## src/rtl/pmul_pkg.sv

```systemverilog
// Shared widths, mode encoding and product array type for the packed multiplier.
// Assumes a lane product fits twice the lane width.
package pmul_pkg;
    localparam int LANE_W = 16;
    localparam int LANES  = 4;
    localparam int PROD_W = 2 * LANE_W;
    localparam int DATA_W = LANE_W * LANES;

    typedef enum logic [1:0] {
        VIEW_LOW  = 2'b00,
        VIEW_SHI  = 2'b01,
        VIEW_UHI  = 2'b10,
        VIEW_MADD = 2'b11
    } view_e;

    typedef logic [LANES-1:0][PROD_W-1:0] prod_arr_t;
endpackage

```

## src/rtl/pmul_lane.sv

```systemverilog
// One lane multiplier: forms the full product of two lane values, reading them
// as signed or unsigned. Assumes the product fits in 2*W bits, which holds for
// both readings.
module pmul_lane #(
    parameter int W = 16
) (
    input  logic [W-1:0]   a,
    input  logic [W-1:0]   b,
    input  logic           is_signed,
    output logic [2*W-1:0] prod
);
    logic [2*W-1:0] a_ext;
    logic [2*W-1:0] b_ext;

    // Widen each operand by sign or zero fill, then multiply at full width
    always_comb begin
        a_ext = {{W{is_signed & a[W-1]}}, a};
        b_ext = {{W{is_signed & b[W-1]}}, b};
        prod  = a_ext * b_ext;
    end
endmodule

```

## src/rtl/pmul_view.sv

```systemverilog
// Picks the output view from the lane products: the low halves, the high
// halves, or sums of neighbouring product pairs. Assumes the products were
// formed signed for the signed-high and multiply-add views.
module pmul_view
    import pmul_pkg::*;
(
    input  prod_arr_t          prods,
    input  logic [1:0]         mode,
    output logic [DATA_W-1:0]  view
);
    localparam int PAIRS = LANES / 2;

    logic [DATA_W-1:0] low_v;
    logic [DATA_W-1:0] high_v;
    logic [DATA_W-1:0] madd_v;

    genvar gi;
    generate
        for (gi = 0; gi < LANES; gi++) begin : g_half
            // Cut each product into its low and high halves
            always_comb begin
                low_v[gi*LANE_W +: LANE_W]  = prods[gi][LANE_W-1:0];
                high_v[gi*LANE_W +: LANE_W] = prods[gi][PROD_W-1:LANE_W];
            end
        end
        for (gi = 0; gi < PAIRS; gi++) begin : g_pair
            // Sum a neighbouring product pair, wrapping at the product width
            always_comb begin
                madd_v[gi*PROD_W +: PROD_W] = prods[2*gi] + prods[2*gi+1];
            end
        end
    endgenerate

    // Route the view chosen by the mode
    always_comb begin
        unique case (view_e'(mode))
            VIEW_LOW:  view = low_v;
            VIEW_SHI,
            VIEW_UHI:  view = high_v;
            VIEW_MADD: view = madd_v;
            default:   view = low_v;
        endcase
    end
endmodule

```

## src/rtl/pmul16x4.sv

```systemverilog
// Packed lane multiplier top: four lane multipliers share one mode, a view
// selector picks the output, and one register stage holds the result.
// Assumes the inputs are stable while in_valid is sampled. The result is held
// between valid inputs.
module pmul16x4
    import pmul_pkg::*;
(
    input  logic              clk,
    input  logic              rst_n,
    input  logic              in_valid,
    input  logic [DATA_W-1:0] op_a,
    input  logic [DATA_W-1:0] op_b,
    input  logic [1:0]        mode,
    output logic              out_valid,
    output logic [DATA_W-1:0] result
);
    prod_arr_t         prods;
    logic              lane_signed;
    logic [DATA_W-1:0] view;

    // Only the unsigned high view reads the lanes as unsigned
    always_comb lane_signed = (view_e'(mode) != VIEW_UHI);

    genvar gl;
    generate
        for (gl = 0; gl < LANES; gl++) begin : g_lane
            pmul_lane #(.W(LANE_W)) u_lane (
                .a         (op_a[gl*LANE_W +: LANE_W]),
                .b         (op_b[gl*LANE_W +: LANE_W]),
                .is_signed (lane_signed),
                .prod      (prods[gl])
            );
        end
    endgenerate

    pmul_view u_view (
        .prods (prods),
        .mode  (mode),
        .view  (view)
    );

    // Output stage: load on valid input, pulse valid for one cycle
    always_ff @(posedge clk) begin
        if (!rst_n) begin
            out_valid <= 1'b0;
            result    <= '0;
        end else begin
            out_valid <= in_valid;
            if (in_valid) result <= view;
        end
    end
endmodule

```

## config.mk

```make
export PLATFORM = sky130hd
export DESIGN_NAME = pmul16x4
export DESIGN_NICKNAME = d
export VERILOG_FILES = /design/src/rtl/pmul_pkg.sv /design/src/rtl/pmul_lane.sv /design/src/rtl/pmul_view.sv /design/src/rtl/pmul16x4.sv
export SDC_FILE = /design/constraint.sdc
export NUM_CORES = 2
export LEC_CHECK = 0
export ABC_CLOCK_PERIOD_IN_PS = 8750
export CORE_AREA = 2 2 375 377
export DETAILED_ROUTE_END_ITERATION = 12
export DIE_AREA = 0 0 377 379
export PLACE_DENSITY = 0.56
export SYNTH_ARGS = -nofsm -noshare
export SYNTH_HDL_FRONTEND = slang
export SYNTH_SLANG_ARGS = --single-unit
```

## constraint.sdc

```tcl
create_clock -name clk -period 8.75 [get_ports clk]
set_input_delay 1.75 -clock clk [delete_from_list [all_inputs] [get_ports clk]]
set_output_delay 1.75 -clock clk [all_outputs]
set_load 0.02 [all_outputs]
```

Yosys cells after proc, flatten, opt, wreduce, memory -nomap -nowiden

Index checks and enable logic that the tools add are counted.

Input port bits: 133
Word-level logic and storage cells: 23
Output and inout port bits: 65
Register bits after elaboration: 65

$add $sub $neg: 2
Equal/unequal tests: 4
Reductions and logical operators: 2
$mul: 4
Bitwise gates (word level): 8
Mux-type cells: 1

Operator list:

| operator                                            | count |
|---|---|
| case mux 64 bit (3 select lines)                    | 1 |
| multiplier 17 x 17 -> 32 bit                        | 4 |
| adder 32 bit                                        | 2 |
| bitwise AND 1 bit                                   | 8 |
| equality test 2 bit, second input constant          | 2 |
| equality test 2 x 1 -> 1 bit, second input constant | 1 |
| logical NOT 2 bit                                   | 1 |
| != test 2 bit, second input constant                | 1 |
| OR reduction 2 bit                                  | 1 |

Longest topological paths before layout

Word-level depth: 5
Gate-level depth with buffers: 37
Gate-level depth less buffers: 35

Cells and area by module

From an unflattened synthesis, not the netlist that was laid out.

Cells, all modules: 5585
Area, all modules: 49462.4 µm²

By module, submodules not included:

| module                           | times used | area an instance (µm²) | seq. area each (µm²) | cells each |
|---|---|---|---|---|
| pmul_lane (g_lane[1].u_lane ...) | 2          | 10615.2                | 0.0                  | 1179 |
| pmul_lane (g_lane[3].u_lane)     | 1          | 10674.0                | 0.0                  | 1187 |
| pmul_lane (g_lane[0].u_lane)     | 1          | 10617.7                | 0.0                  | 1190 |
| pmul_view                        | 1          | 4444.3                 | 0.0                  | 641 |
| pmul16x4                         | 1          | 2496.1                 | 1301.2               | 209 |

Least setup slack after synthesis

OpenSTA, ideal clock, no wires.

Path kind: input port to flip-flop
Start: input port mode[0]
End: register result[31]
Path slack: -0.632 ns
Data required time: 8.686 ns
Cell stages on the path: 35
Buffers on the path: 1
Setup time: 0.064 ns
Arrival time: 9.318 ns
Path through: inv_1 > ha_1 > nor2b_1 > clkbuf_1 > nand2_1 > inv_1 > fa_1 > fa_1 > inv_1 > fa_1 > inv_1 > fa_1 > fa_1 > inv_1 > fa_1 > inv_1 > ha_1 > a21o_1 > a21o_1 > a21o_1 > or4_1 > o21ai_2 > o21ai_2 > a21o_1 > a21oi_2 > xnor2_1 > ha_1 > o21a_1 > nor2_1 > a31oi_1 > a31oi_1 > o21ai_1 > xnor2_1 > or3_1 > nand4_1

Cells in the longest elaborated chain, start to end: 5
Elaborated cells between the ends (all ways): 14
Those cells by class: 1 x add/sub; 2 x mul; 4 x eq/ne; 1 x mux; 4 x bitwise; 2 x reduce/logical

Ends and longest elaborated chain:

| item                                        | line                             | text |
|---|---|---|
| start, declared                             | pmul16x4.sv:13                   | `input logic [1:0] mode,` |
| != test 2 bit                               | pmul16x4.sv:22                   | `always_comb lane_signed = (view_e'(mode) != VIEW_UHI);` |
| bitwise AND 1 bit, on equally long branches | pmul_lane.sv:17, pmul_lane.sv:18 |  |
| multiplier 17 x 17 -> 32 bit                | pmul_lane.sv:19                  | `prod = a_ext * b_ext;` |
| adder 32 bit                                | pmul_view.sv:29                  | `madd_v[gi*PROD_W +: PROD_W] = prods[2*gi] + prods[2*gi+1];` |
| case mux 64 bit (3 select lines) (*)        | pmul_view.sv:36                  | `unique case (view_e'(mode))` |
| end signal, assigned                        | pmul16x4.sv:49                   | `if (in_valid) result <= view;` |
| end, declared                               | pmul16x4.sv:15                   | `output logic [DATA_W-1:0] result` |

Mark *: on every way between the ends. The rest lies on a longest branch, timed or not.
A chain may end at the register's enable or synchronous reset.

Final worst setup path

Start: input port op_a[38]
End: register result[63]

Cells in the longest elaborated chain, start to end: 3

Ends and longest elaborated chain:

| item                             | line            | text |
|---|---|---|
| start, declared                  | pmul16x4.sv:11  | `input logic [DATA_W-1:0] op_a,` |
| multiplier 17 x 17 -> 32 bit     | pmul_lane.sv:19 |  |
| adder 32 bit                     | pmul_view.sv:29 |  |
| case mux 64 bit (3 select lines) | pmul_view.sv:36 |  |

No other way between the ends.

==> metrics <==
worst endpoint required time=9.03 ns; core region area=139000 µm²; Post-Route WL=144000 µm; CTS Sinks=65; Area Growth Syn to Fin=31.0%; Fin. Hold Viols=0; area occupied by multi-input gates=43700 µm²; flop2flop setup slack=7.36 ns; fin crit share=102%; Crit path top cell by count=fa_1; synth top area cells=fa_1, ha_1, inv_1; Yosys Warn Count=0; drt pass-1 iters=5; Relative slew margins=26.9%; initial antenna violation count=4; fraction of layout cells with a size suffix above 1=24.9%; PortBufs=197; Top Ports=198; Clock Latency Late Sink=0.36 ns; unrepaired setup endpoints after global routing=true; Yosys top cell area share=46.9%; Worst Skew=0 ns; drt wl/cell=17.2 µm; worst hold path class=register to register; asr flop ratio synth=0%; total congestion overflow=0; Post-synth top cells=inv_1, fa_1, nand2_1, and2_1, ha_1; gp weighted congestion=0.905; DIE AREA=143000 µm²; Antenna Nets Post-Route=0; Syn Inst Count=5447; Die X=377 µm; post-synthesis net count=7103; count leader, synth=inv_1; post-synthesis sequential area ratio=2.70%; first-pass GRT wire length=234000 µm; Setup WS post-layout=-0.185 ns; CP endpoint kind=register; number of max-cap violations=0; Mapped Area=48200 µm²; pin count of the biggest net entering global routing=67; CTS root buf=clkbuf_16; register bit total from synthesis=65; crit path launch type=input pin; GR Util All Layers=20.6%; clk buf depth=2; final setup vio count=14; CTS tree=done; clock transition at the registers of the reported paths=0.06 ns; slew at the pin closest to its max-slew limit=1.09 ns; initial core utilization=34.7%; via/cell ratio=4.81; average size of a mapped cell=8.85 µm²; Placement Rows=137; maximum clock frequency=0.112 GHz; Post-synth EDFFs=0; Worst Path Max Fanout=6; fin. max-slew vios=0; routed vias=40100; cell taking the most area after synthesis=fa_1; Main synth FF type=dfxtp_1; failing checks=setup timing; TritonCTS buffer count=9; fillers=13500; Distinct cells, synth=80; final cell count without fillers=8350; Worst Path Arrival=9.22 ns; H-Tree Depth=3; die height=379 µm; dpl cells=8158; layout net count=8191; cts hold-fix bufs=0; Reg area=1300 µm²; vias in the first global route=44300; type of the worst setup path=input pin to register; CP peak stage delay=0.57 ns; post-detail-place hpwl=123000 µm; DRC Markers=0; minimum clock period=8.94 ns; slowest CP cell=fa_1; status=finished, violations left; initial drt markers=2117
timing repair:
item,4_1_cts,5_1_grt
setup endpoints to repair,29,31
gates resized for setup,439,431
pin swaps,270,274
cloned,3,1
setup buffers,113,66
path summary, 6_finish.rpt:
kind                             end               startpoint  cells after the start
max          result[63]$_SDFFE_PN0P_                 op_a[38]                     33
min          result[45]$_SDFFE_PN0P_  result[45]$_SDFFE_PN0P_                      2
max reg2reg  result[62]$_SDFFE_PN0P_  result[62]$_SDFFE_PN0P_                      6
min reg2reg  result[45]$_SDFFE_PN0P_  result[45]$_SDFFE_PN0P_                      2
final cells by class:
class | instances | share of cell area [%]
multi-input combinational | 3896 | 69.2
timing repair buffer | 1277 | 17.0
inverter | 1286 | 7.67
tap | 1807 | 3.58
sequential | 65 | 2.06
clock buffer | 11 | 0.384
clock inverter | 5 | 0.0871
antenna | 3 | 0.0119
kinds of logic (layout without fill, tap and decap cells):
| family | count (synthesis) | count (layout) | synth area share (%) |
|---|---|---|---|
| multiplexers | 10 | 10 | 0.210 |
| other | 0 | 3 | 0 |
| buffers and inverters | 1486 | 2579 | 11.6 |
| XOR/XNOR | 208 | 208 | 3.83 |
| AO/OA/AOI/OAI | 617 | 617 | 8.80 |
| AND/OR/NAND/NOR | 1538 | 1538 | 15.8 |
| flip-flops | 65 | 65 | 2.70 |
| adder cells (fa/ha/maj) | 1523 | 1523 | 57.1 |
placed cells by master, fill, tap and decap left out, drive strengths merged, types with 35 or more instances in the layout:
cell type,instances
xor2,56
fa,1130
nand2,630
nor2,156
clkbuf,45
buf,1102
a21o,77
ha,393
xnor2,152
clkdlybuf4s50,87
inv,1285
and2,561
a221oi,35
a21oi,155
o21ai,120
dfxtp,65
stage by stage:
stage / setup TNS [ns] / instance area, µm² / hold WS [ns] / util, % / setup slack [ns]
after floorplan: -0.865 / 48500 / 0.524 / - / -0.195
after global placement: -29.08 / 59000 / 0.445 / 42.5 / -1.19
after detailed placement: -31.82 / 59000 / 0.459 / 42.5 / -1.32
after CTS: -2.50 / 61500 / 0.474 / 44.3 / -0.331
after global routing: -7.44 / 63200 / 0.520 / 45.5 / -0.508
final: -1.33 / 63200 / 0.466 / 45.5 / -0.185
critical path: cells and delay by family:
kind                     cells  cell delay (ns)
adder cells (fa/ha/maj)      8             3.66
AND/OR/NAND/NOR              4             0.44
AO/OA/AOI/OAI               12             2.46
XOR/XNOR                     2             0.32
buffers and inverters        7             0.60
registers in the layout, summed over array words and instances, names as in the netlist:
register   cells
result        64
out_valid      1
layer usage:
| metal | GRT usage, % | up-vias | routed length, µm |
|---|---|---|---|
| met5 | 0 | - | 0 |
| met2 | 36.8 | 928 | 72500 |
| met4 | 4.79 | 0 | 3840 |
| li1 | - | 18600 | - |
| met1 | 26.4 | 20500 | 59900 |
| met3 | 2.84 | 195 | 7280 |
Power is left out: the tool's default activity adds up to more than one toggle a clock period on the data nets, which glitch-free logic cannot reach.
